==> src/rtl/osc_stab_pkg.sv <==
package osc_stab_pkg;

   typedef enum logic {
      MODE_STARTUP = 1'b0,
      MODE_NORMAL  = 1'b1
   } div_mode_e;

   // terminal count for a length field of the given width
   function automatic logic [31:0] field_limit(input int unsigned width);
      return (32'd1 << width) - 32'd1;
   endfunction

endpackage

==> src/rtl/osc_stab_ctrl.sv <==
module osc_stab_ctrl
   import osc_stab_pkg::*;
(
   input  logic      clk,
   input  logic      rst_n,
   input  logic      ext_en,
   input  logic      len_long,
   input  logic      clk_lost,
   input  logic      startup_done,
   output logic      stable,
   output div_mode_e mode,
   output logic      len_eff,
   output logic      cnt_clear
);

   logic en_d;
   logic len_q;
   logic en_rise;

   assign en_rise   = ext_en & ~en_d;
   assign len_eff   = en_rise ? len_long : len_q;
   assign cnt_clear = ~ext_en | clk_lost;
   assign mode      = stable ? MODE_NORMAL : MODE_STARTUP;

   always_ff @(posedge clk or negedge rst_n) begin
      if (!rst_n) begin
         en_d  <= 1'b0;
         len_q <= 1'b0;
      end else begin
         en_d <= ext_en;
         if (en_rise) begin
            len_q <= len_long;
         end
      end
   end

   // loss and disable take priority over completion
   always_ff @(posedge clk or negedge rst_n) begin
      if (!rst_n) begin
         stable <= 1'b0;
      end else if (cnt_clear) begin
         stable <= 1'b0;
      end else if (startup_done) begin
         stable <= 1'b1;
      end
   end

   a_r5_len_frozen : assert property (@(posedge clk) disable iff (!rst_n)
      (ext_en && en_d) |=> (len_q == $past(len_q)));

   a_r10_loss_wins : assert property (@(posedge clk) disable iff (!rst_n)
      (clk_lost && startup_done) |=> !stable);

   a_r8_flag_sticky : assert property (@(posedge clk) disable iff (!rst_n)
      (stable && ext_en && !clk_lost) |=> stable);

endmodule

==> src/rtl/osc_stab_counter.sv <==
module osc_stab_counter
   import osc_stab_pkg::*;
#(
   parameter int unsigned LONG_W      = 12,
   parameter int unsigned SHORT_W     = 4,
   parameter bit          WRAP_BY_MSB = 1'b1
) (
   input  logic      clk,
   input  logic      rst_n,
   input  logic      clear,
   input  div_mode_e mode,
   input  logic      len_eff,
   input  logic      ext_tick,
   input  logic      base_tick,
   output logic      startup_done,
   output logic      div_tick
);

   localparam int unsigned CNT_W = LONG_W;
   localparam logic [CNT_W-1:0] LIM_SHORT = CNT_W'(field_limit(SHORT_W));
   localparam logic [CNT_W-1:0] LIM_LONG  = CNT_W'(field_limit(LONG_W));

   initial begin : p_param_chk
      assert (SHORT_W >= 1 && SHORT_W < LONG_W && LONG_W <= 31)
         else $error("osc_stab_counter: SHORT_W must be 1..LONG_W-1, LONG_W <= 31");
   end

   logic [CNT_W-1:0] cnt;
   logic [CNT_W-1:0] cnt_inc;
   logic [CNT_W-1:0] lim;
   logic             step;
   logic             wrap;

   assign lim     = len_eff ? LIM_LONG : LIM_SHORT;
   assign step    = (mode == MODE_STARTUP) ? ext_tick : base_tick;
   assign cnt_inc = (cnt + CNT_W'(1)) & lim;

   generate
      if (WRAP_BY_MSB) begin : g_wrap_msb
         // wrap seen as the field MSB falling from 1 to 0
         logic msb_now;
         logic msb_nxt;
         assign msb_now = len_eff ? cnt[LONG_W-1]     : cnt[SHORT_W-1];
         assign msb_nxt = len_eff ? cnt_inc[LONG_W-1] : cnt_inc[SHORT_W-1];
         assign wrap    = step & msb_now & ~msb_nxt;
      end else begin : g_wrap_cmp
         assign wrap = step & (cnt == lim);
      end
   endgenerate

   assign startup_done = (mode == MODE_STARTUP) & wrap;

   always_ff @(posedge clk or negedge rst_n) begin
      if (!rst_n) begin
         cnt <= '0;
      end else if (clear) begin
         cnt <= '0;
      end else if (step) begin
         cnt <= cnt_inc;
      end
   end

   always_ff @(posedge clk or negedge rst_n) begin
      if (!rst_n) begin
         div_tick <= 1'b0;
      end else begin
         div_tick <= (mode == MODE_NORMAL) & wrap & ~clear;
      end
   end

   a_r1_held_clear : assert property (@(posedge clk) disable iff (!rst_n)
      clear |=> (cnt == '0));

   a_r6_single_pulse : assert property (@(posedge clk) disable iff (!rst_n)
      div_tick |=> !div_tick);

   a_r7_no_tick_startup : assert property (@(posedge clk) disable iff (!rst_n)
      (mode == MODE_STARTUP) |=> !div_tick);

endmodule

==> src/rtl/osc_stab_divider.sv <==
module osc_stab_divider
   import osc_stab_pkg::*;
#(
   parameter int unsigned LONG_W      = 12,
   parameter int unsigned SHORT_W     = 4,
   parameter bit          WRAP_BY_MSB = 1'b1
) (
   input  logic clk,
   input  logic rst_n,
   input  logic ext_en,
   input  logic ext_tick,
   input  logic base_tick,
   input  logic len_long,
   input  logic clk_lost,
   output logic stable,
   output logic div_tick
);

   div_mode_e mode;
   logic      len_eff;
   logic      cnt_clear;
   logic      startup_done;

   osc_stab_ctrl u_ctrl (
      .clk          (clk),
      .rst_n        (rst_n),
      .ext_en       (ext_en),
      .len_long     (len_long),
      .clk_lost     (clk_lost),
      .startup_done (startup_done),
      .stable       (stable),
      .mode         (mode),
      .len_eff      (len_eff),
      .cnt_clear    (cnt_clear)
   );

   osc_stab_counter #(
      .LONG_W      (LONG_W),
      .SHORT_W     (SHORT_W),
      .WRAP_BY_MSB (WRAP_BY_MSB)
   ) u_cnt (
      .clk          (clk),
      .rst_n        (rst_n),
      .clear        (cnt_clear),
      .mode         (mode),
      .len_eff      (len_eff),
      .ext_tick     (ext_tick),
      .base_tick    (base_tick),
      .startup_done (startup_done),
      .div_tick     (div_tick)
   );

   a_r1_off_quiet : assert property (@(posedge clk) disable iff (!rst_n)
      !ext_en |=> (!stable && !div_tick));

   a_r2_set_by_ext : assert property (@(posedge clk) disable iff (!rst_n)
      $rose(stable) |-> $past(ext_tick));

   a_r9_loss_clears : assert property (@(posedge clk) disable iff (!rst_n)
      clk_lost |=> !stable);

endmodule

==> config.mk <==
export PLATFORM = sky130hd
export DESIGN_NAME = osc_stab_divider
export DESIGN_NICKNAME = d
export VERILOG_FILES = /design/src/rtl/osc_stab_pkg.sv /design/src/rtl/osc_stab_ctrl.sv /design/src/rtl/osc_stab_counter.sv /design/src/rtl/osc_stab_divider.sv
export SDC_FILE = /design/constraint.sdc
export NUM_CORES = 1
export LEC_CHECK = 0
export ABC_AREA = 0
export BUFFER_PORTS_ARGS = -buffer_cell sky130_fd_sc_hd__clkbuf_2
export CORE_MARGIN = 4
export CORE_UTILIZATION = 50
export DETAILED_ROUTE_END_ITERATION = 6
export HOLD_SLACK_MARGIN = 0.08
export PLACE_DENSITY = 0.72
export SETUP_SLACK_MARGIN = 0.3
export SLEW_MARGIN = 10
export SYNTH_ARGS = -nofsm -noshare
export SYNTH_HDL_FRONTEND = slang
export SYNTH_SLANG_ARGS = --single-unit
==> constraint.sdc <==
create_clock -name clk -period 1.5 [get_ports clk]
set_input_delay 0.375 -clock clk [delete_from_list [all_inputs] [get_ports clk]]
set_output_delay 0.375 -clock clk [all_outputs]
set_load 0.02 [all_outputs]
## Yosys cells after proc, flatten, opt, wreduce, memory -nomap -nowiden

Cells that the tools add are included.

| cells by class | value |
|---|---|
| reductions and logical operators | 2 |
| $add $sub $neg | 1 |
| mux-type cells | 10 |
| bitwise gates (word level) | 13 |

Operators by type and width:

| kind | count |
|---|---|
| 12-bit 2-to-1 mux | 3 |
| 12-bit by 1-bit adder with 12-bit output (second input constant) | 1 |
| 12-bit AND | 1 |
| 1-bit 2-to-1 mux | 7 |
| 1-bit AND | 6 |
| 1-bit inverter | 5 |
| 2-bit nonzero test | 2 |
| 1-bit OR | 1 |

| storage, ports and cells | value |
|---|---|
| output and inout port bits | 2 |
| word-level logic and storage cells | 31 |
| flip-flop bits (word level) | 16 |
| input bits | 7 |

## Logic depth before layout (Yosys ltp)

Gate-level depths: netlist of run 1.

| logic depth | value |
|---|---|
| word-level depth | 11 |
| depth in mapped cells | 5 |
| mapped depth without buffers | 5 |

## Hierarchy

From an unflattened synthesis of run 1, not the netlist that was laid out.

| unflattened totals | value |
|---|---|
| cells, all modules | 94 |
| area total of the unflattened synthesis | 859.6 um^2 |

By module, submodules not included:

| module | area each (um^2) | seq. area each (um^2) | instances | cells an instance |
|---|---|---|---|---|
| osc_stab_counter | 745.7 | 325.3 | 1 | 85 |
| osc_stab_ctrl | 113.9 | 75.1 | 1 | 9 |

## Worst setup path after synthesis of run 1

Ideal clock, no wire load.

| timing | value |
|---|---|
| path kind | register to register |
| from | register u_ctrl.stable |
| to | register u_cnt.cnt[6] |
| data arrival time | 1423 ps |
| path buffers | 0 |
| library setup time | 130 ps |
| clock period less this slack | 1553 ps |
| data required time | 1370 ps |
| setup slack | -53 ps |
| cell stages (with the launch flop) | 5 |
| cell sequence | dfrtp_1 mux2i_1 a211oi_1 xnor2_1 nor2_1 |

| on the way | value |
|---|---|
| word-level cells in the longest chain between the ends | 3 |

RTL lines:

| what | line | RTL |
|---|---|---|
| start, declared | osc_stab_ctrl.sv:10 | `output logic stable,` |
| start signal, assigned | osc_stab_ctrl.sv:40 | `stable <= 1'b0;` |
| start signal, assigned | osc_stab_ctrl.sv:42 | `stable <= 1'b0;` |
| start signal, assigned | osc_stab_ctrl.sv:44 | `stable <= 1'b1;` |
| 1-bit 2-to-1 mux | osc_stab_ctrl.sv:23 | `assign mode = stable ? MODE_NORMAL : MODE_STARTUP;` |
| 1-bit 2-to-1 mux | osc_stab_counter.sv:35 | `assign step = (mode == MODE_STARTUP) ? ext_tick : base_tick;` |
| 2-bit nonzero test (no source line) | n/a |  |
| end signal, assigned | osc_stab_counter.sv:59 | `cnt <= cnt_inc;` |
| end, declared | osc_stab_counter.sv:28 | `logic [CNT_W-1:0] cnt;` |

No other way between the ends.
A chain may end at the register's enable or synchronous reset.

## Worst setup path in the final report of run 1

| timing | value |
|---|---|
| from | register u_ctrl.en_d |
| to | register u_cnt.cnt[7] |

| on the way | value |
|---|---|
| word-level cells in the longest chain between the ends | 7 |

RTL lines:

| what | line | RTL |
|---|---|---|
| start, declared | osc_stab_ctrl.sv:16 | `logic en_d;` |
| start signal, assigned | osc_stab_ctrl.sv:30 | `en_d <= ext_en;` |
| 1-bit inverter | osc_stab_ctrl.sv:20 | `assign en_rise = ext_en & ~en_d;` |
| 1-bit AND | osc_stab_ctrl.sv:20 |  |
| 1-bit 2-to-1 mux | osc_stab_ctrl.sv:21 | `assign len_eff = en_rise ? len_long : len_q;` |
| 12-bit 2-to-1 mux | osc_stab_counter.sv:34 | `assign lim = len_eff ? LIM_LONG : LIM_SHORT;` |
| 12-bit AND | osc_stab_counter.sv:36 | `assign cnt_inc = (cnt + CNT_W'(1)) & lim;` |
| 12-bit 2-to-1 mux | osc_stab_counter.sv:58 | `end else if (step) begin` |
| 12-bit 2-to-1 mux | osc_stab_counter.sv:56 | `end else if (clear) begin` |

No other way between the ends. The select of a mux whose other input is x is not followed.

==> impl_metrics.csv, run 1 <==
group,metric,value,unit
run_status,outcome,"complete, but fails checks",
run_status,violations,"negative setup slack",
place,dp_cells,115,
floorplan,die_area,2450,um^2
global_route,antenna_found_initial,0,
synth,netlist_area,862,um^2
run,drv_cap,0,
cts,cts_root_buf,"clkbuf_4",
timing,max_freq,635,MHz
floorplan,dieWidth,49.5,um
floorplan,start_util,55.3,%
global_route,grt_pass1_vias,809,
detailed_routing,drt-wirelength-per-cell,19.2,um
min_path,hp-class,"input pin to flop",
worst_setup_path,crit_type,"flop to flop",
timing,fin_ws,-0.0738,ns
synth,yosysSeqAreaShare,46.4,%
detailed_routing,first_pass_iters,4,
timing,rsz0062_at_grt,"yes",
place,dp_hpwl,1.45,mm
timing,fin_setup_tns,-0.127,ns
final_layout,area_growth,43.1,%
worst_setup_path,regToRegStartpoint,"u_ctrl.en_d",
synth,synth_top_cells_by_count,"16 x dfrtp_1, 12 x nor2_1, 8 x nand2_1, 6 x o21ai_0, 5 x nand3_1",
floorplan,die_h,49.5,um
worst_setup_path,crit_required,1.68,ns
cts,clock_path_buffers,2,
global_route,grt_use_total,20.7,%
worst_setup_path,critPathLaunchType,"flop",
timing,min_period_over_period,105,%
power,vdd_ir_drop_max,0.644,mV
worst_setup_path,endpoint_kind,"flop",
timing,setup_viol,5,
place,numPortBuffers,8,
worst_setup_path,crit_fanout,3,
detailed_routing,drt_iter0_drc,37,
detailed_routing,wl,2.50,mm
synth,synth_cell_types,30,
final_layout,finalNonFillerCells,130,
cts,path_clk_slew,0.10,ns
cts,cts.htree.levels,1,
synth,ys_dominant_reg_cell,"dfrtp_1",
timing,maxSlewHeadroom,70.7,%
global_route,grt_pass1_wl,3.78,mm
floorplan,rows,14,
synth,yosysWarnings,0,
place,place_congestion,0.859,
synth,synth_edf_count,0,
power,powerDensity,723,nW/um^2
final_layout,fin_area,1230,um^2
cts,cts_made_buffers,3,
synth,synthMostInstantiatedCell,"dfrtp_1",
timing,worst_pin_slew,0.439,ns
timing,finalCriticalPeriod,1.57,ns
synth,yosys_register_bits,16,
detailed_routing,route.vias.total,854,
place,detailed_place.area,992,um^2
synth,synth.top_cell.area_share,46.4,%
synth,syn-num-nets,94,
synth,synthArstFlopShare,100,%
global_route,grt_max_degree,17,
floorplan,core_area,1560,um^2
worst_setup_path,crit_start,"u_ctrl.en_d",
detailed_routing,remaining_drc_errors,0,
worst_setup_path,worstPathArrival,1.76,ns
synth,yosys.area.top_type,"dfrtp_1",
cts,cts.sinks,16,
synth,synth_area_leaders,"dfrtp_1 46%, nor2_1 5.2%, a32o_1 4.6%, xnor2_1 4.1%, o21ai_0 3.5%",
place,pre_cts_slack,-0.105,ns
floorplan,num_io_pins,9,
timing,hold_ws,0.246,ns
detailed_routing,antenna_left,0,
timing,fin_skew,0.00102,ns
timing,maxSlewViolCount,0,
power,p_leak,0.000480,uW
cts,cts_tree,"built",
timing,hold_viol,0,
final_layout,num_antenna_cells,0,
synth,syn_avg_cell_area,10.0,um^2
cts,clock_latency,0.28,ns
final_layout,drive_above_1_share,44.7,%
final_layout,fin_nets,123,
min_path,min-delay-start,"ext_en",
detailed_routing,vias_per_cell,6.57,
synth,synthCells,86,
global_route,globalRouteOverflowTotal,0,
## worst max-delay path, cell delays in order (launching register included)
cell      delay (ns)
dfrtp_1         0.38
and2b_2         0.28
buf_12          0.12
mux2i_4         0.31
buf_6           0.16
o211ai_1        0.09
o211a_1         0.14
## path summary, 6_finish.rpt
kind,slack [ns],to,depth (start not counted)
setup / recovery,-0.07,u_cnt.cnt[7],6
hold / removal,0.25,u_ctrl.en_d,1
setup reg to reg,-0.07,u_cnt.cnt[7],6
hold reg to reg,0.56,u_cnt.cnt[10],2
max in group asynchronous,0.60,u_ctrl.stable,2
min in group asynchronous,0.58,u_cnt.div_tick,2
## kinds of logic (layout without fill, tap and decap cells)
| kind of cell | after synthesis | count (layout) | synth area share [%] |
|---|---|---|---|
| muxes | 3 | 4 | 5.08 |
| xor gates and xnor gates | 6 | 6 | 6.10 |
| DFF | 16 | 16 | 46.4 |
| AOI/OAI and AO/OA | 19 | 19 | 18.7 |
| adders and majority gates | 1 | 1 | 1.45 |
| and+or+nand+nor | 37 | 37 | 20.0 |
| buffers and inverters | 4 | 31 | 2.18 |
## layout make-up
type	count	area, um^2
well taps	16	20.0
clock buffers	4	36.3
inverters	1	3.75
repair buffers	26	218
multi-input cells	67	554
fillers	80	325
flip-flops and latches	16	402
## per-layer routing
| layer | track usage [%] | vias up | routed length [um] |
|---|---|---|---|
| li1 | - | 376 | - |
| met1 | 25.2 | 417 | 996 |
| met2 | 36.3 | 48 | 1240 |
| met3 | 3.61 | 13 | 183 |
| met4 | 6.91 | 0 | 79 |
| met5 | 0 | - | 0 |
## power by group
part	leakage (uW)	total [uW]	switching, uW	internal, uW
Clock	0.0000210	288	141	148
Combinational	0.000242	155	85.8	69.4
Sequential	0.000217	448	10.0	438
Total	0.000480	892	237	655
## state kept, by name (all words and copies together) (netlist names)
signal,cells
u_ctrl.stable,1
u_ctrl.len_q,1
u_cnt.div_tick,1
u_ctrl.en_d,1
u_cnt.cnt,12
## timing repair
item	CTS	global route
endpoints found under the setup margin	13	17
buffers inserted	4	5
hold buffers	1	0
pin swaps	5	5
cloned	1	0
endpoints found under the hold margin	16	0
resized for setup	8	17
## cells in the final DEF, fill, tap and decap left out, drive strengths merged
cell type and instances:
nand4 2, xor2 2, o2111ai 1, o21ai 6
mux2 1, a21oi 3, nor2 12, clkbuf 10
o211a 1, o211ai 1, nor4 2, nand2b 1
nand2 8, dfrtp 16, buf 19, mux2i 3
dlygate4sd3 1, a211oi 1, and3 1, nand3 5
a32o 4, nor3 4, and2b 1, xnor2 4
a2111oi 2, nor2b 1, ha 1, inv 1
## per-stage QoR
stage | total power, uW | util [%]
6_report | 892 | 79.1
5_1_grt | 930 | 79.1
3_3_place_gp | 540 | 63.6
2_1_floorplan | 502 | -
4_1_cts | 854 | 71.7
3_5_place_dp | 542 | 63.6
Power figures use the tool's default switching activity.
==> run 2: changes to the inputs <==
--- a/config.mk
+++ b/config.mk
@@ -7,11 +7,13 @@
 export LEC_CHECK = 0
 export ABC_AREA = 0
 export BUFFER_PORTS_ARGS = -buffer_cell sky130_fd_sc_hd__clkbuf_2
+export CELL_PAD_IN_SITES_DETAIL_PLACEMENT = 2
+export CELL_PAD_IN_SITES_GLOBAL_PLACEMENT = 2
 export CORE_MARGIN = 4
-export CORE_UTILIZATION = 50
+export CORE_UTILIZATION = 35
 export DETAILED_ROUTE_END_ITERATION = 6
 export HOLD_SLACK_MARGIN = 0.08
-export PLACE_DENSITY = 0.72
+export PLACE_DENSITY_LB_ADDON = 0.1
 export SETUP_SLACK_MARGIN = 0.3
 export SLEW_MARGIN = 10
 export SYNTH_ARGS = -nofsm -noshare
==> constraint.sdc (replaced) <==
create_clock -name clk -period 1.45 [get_ports clk]
set_input_delay 0.3625 -clock clk [delete_from_list [all_inputs] [get_ports clk]]
set_output_delay 0.3625 -clock clk [all_outputs]
set_load 0.02 [all_outputs]
==> impl_metrics.csv, run 2 (same netlist as run 1, synthesis figures left out) <==
group,metric,value,unit
run_status,outcome,"complete, but fails checks",
run_status,violations,"negative setup slack",
floorplan,die_area,3320,um^2
final_layout,final_cell_mix,"18 x buf_4, 15 x dfrtp_1, 11 x buf_6",
floorplan,num_io_pins,9,
place,dp_cells,135,
global_route,antenna_found_initial,0,
timing,maxSlewViolCount,0,
cts,clock_latency,0.31,ns
detailed_routing,first_pass_iters,4,
power,p_sw,274,uW
power,power.share.combinational,20.2,%
power,clkPwrFrac,32.5,%
place,place_congestion,0.757,
final_layout,fin_nets,133,
final_layout,area_growth,60.8,%
final_layout,layout_commonest_cell,"buf_4",
worst_setup_path,critPathLaunchType,"flop",
run,drv_cap,0,
cts,cts_tree,"built",
timing,min_period_over_period,109,%
timing,setup_viol,8,
timing,fin_ws,-0.136,ns
timing,hold_viol,0,
power,p_total,974,uW
timing,maxSlewHeadroom,69.1,%
timing,finalCriticalPeriod,1.59,ns
worst_setup_path,crit_type,"flop to flop",
final_layout,fillers,212,
global_route,grt_pass1_wl,5.60,mm
global_route,globalRouteOverflowTotal,0,
cts,cts.htree.levels,1,
detailed_routing,drt-wirelength-per-cell,25.9,um
place,dp_hpwl,2.11,mm
cts,clock_path_buffers,2,
power,internal_power,699,uW
final_layout,area.sequential,402,um^2
timing,fin_skew,0.0331,ns
min_path,hp-class,"input pin to flop",
timing,worst_pin_slew,0.463,ns
cts,cts.sinks,16,
detailed_routing,drt_iter0_drc,39,
floorplan,dieWidth,57.6,um
floorplan,start_util,37.9,%
detailed_routing,route.vias.total,898,
timing,max_freq,630,MHz
final_layout,finalNonFillerCells,152,
power,vdd_ir_drop_max,0.846,mV
worst_setup_path,crit_fanout,7,
power,powerDensity,702,nW/um^2
place,numPortBuffers,8,
worst_setup_path,worstPathArrival,1.80,ns
detailed_routing,wl,3.93,mm
detailed_routing,vias_per_cell,5.91,
timing,hold_ws,0.291,ns
final_layout,drive_above_1_share,56.5,%
global_route,grt_use_total,23.4,%
floorplan,rows,17,
global_route,grt_max_degree,17,
global_route,grt_pass1_vias,1009,
cts,cts_made_buffers,3,
final_layout,largest_reg_flops,12,
floorplan,die_h,57.6,um
power,p_leak,0.000557,uW
final_layout,num_antenna_cells,0,
cts,path_clk_slew,0.13,ns
power,netSwitchingFraction,28.2,%
final_layout,multi_input_area,596,um^2
power,seqPwrFrac,47.3,%
detailed_routing,remaining_drc_errors,0,
global_route,use_met1,27.6,%
timing,rsz0062_at_grt,"yes",
worst_setup_path,endpoint_kind,"flop",
detailed_routing,antenna_left,0,
global_route,met3_usage,6.01,%
final_layout,utilization,60.9,%
final_layout,top_register,"u_cnt.cnt",
worst_setup_path,crit_required,1.66,ns
global_route,gr-usage-met2,38.7,%
floorplan,core_area,2280,um^2
global_route,busiest_layer,"met2",
cts,cts_root_buf,"clkbuf_4",
## run 2: cell types whose count changed in the layout (fill, tap and decap cells not counted), moves of 2 or more
cell / delta
buf_6: +7
nand2_1: -2
nor2_1: -5
nor2_2: +4
xor2_2: +2
buf_4: +5
xor2_1: -2
o21ai_1: +5
nand2_4: +2
o21ai_0: -4
## run 2: per-layer routing
metal | routed length (um) | share of wire, % | vias to the layer above
met3 | 113 | 2.9 | 10
met4 | 147 | 3.7 | 0
met5 | 0 | 0 | -
li1 | - | - | 390
met2 | 2030 | 52 | 31
met1 | 1640 | 42 | 467
## run 2: layout make-up
| cell class | instances | share of cell area, % |
|---|---|---|
| Multi-Input combinational cell | 66 | 43.0 |
| Clock buffer | 4 | 2.62 |
| Timing Repair Buffer | 37 | 22.7 |
| Sequential cell | 16 | 29.0 |
| Inverter | 1 | 0.271 |
| Tap cell | 28 | 2.53 |
## run 2: power groups by stage
stage	logic, uW	clock network, uW	registers [uW]
finish	197	316	460
detailed placement	114	0	467
CTS	169	312	458
global route	209	338	461
floorplan	53.0	0	467
global placement	107	0	467
## run 2: through the flow
step	cell area (um^2)	setup WS (ns)	setup TNS, ns
after floorplan	896	0.0609	0
after global placement	1080	-0.0932	-0.736
after detailed placement	1080	-0.201	-1.40
after CTS	1270	-0.0371	-0.167
after global routing	1390	-0.219	-1.15
final	1390	-0.136	-0.651
## run 2: what timing repair did
item	CTS	global route
pin swaps	13	9
setup buffers	8	4
gates resized for setup	27	20
hold buffers	1	0
endpoints found under the setup margin	17	16
hold endpoints to repair	16	0
## run 2: critical path, cell delays in order (launching register included)
cell	delay, ns
dfrtp_1	0.46
nand4_1	0.17
buf_6	0.19
nor2_2	0.13
nand3_2	0.14
a2111oi_4	0.39
## run 2: path summary, 6_finish.rpt
check	startpoint	end	slack (ns)	cells past startpoint
max	u_cnt.cnt[5]	u_cnt.div_tick	-0.14	5
min	ext_en	u_ctrl.en_d	0.29	2
max reg2reg	u_cnt.cnt[5]	u_cnt.div_tick	-0.14	5
min reg2reg	u_cnt.cnt[10]	u_cnt.cnt[10]	0.61	2
max in group asynchronous	rst_n	u_cnt.cnt[9]	0.58	2
min in group asynchronous	rst_n	u_ctrl.en_d	0.51	2
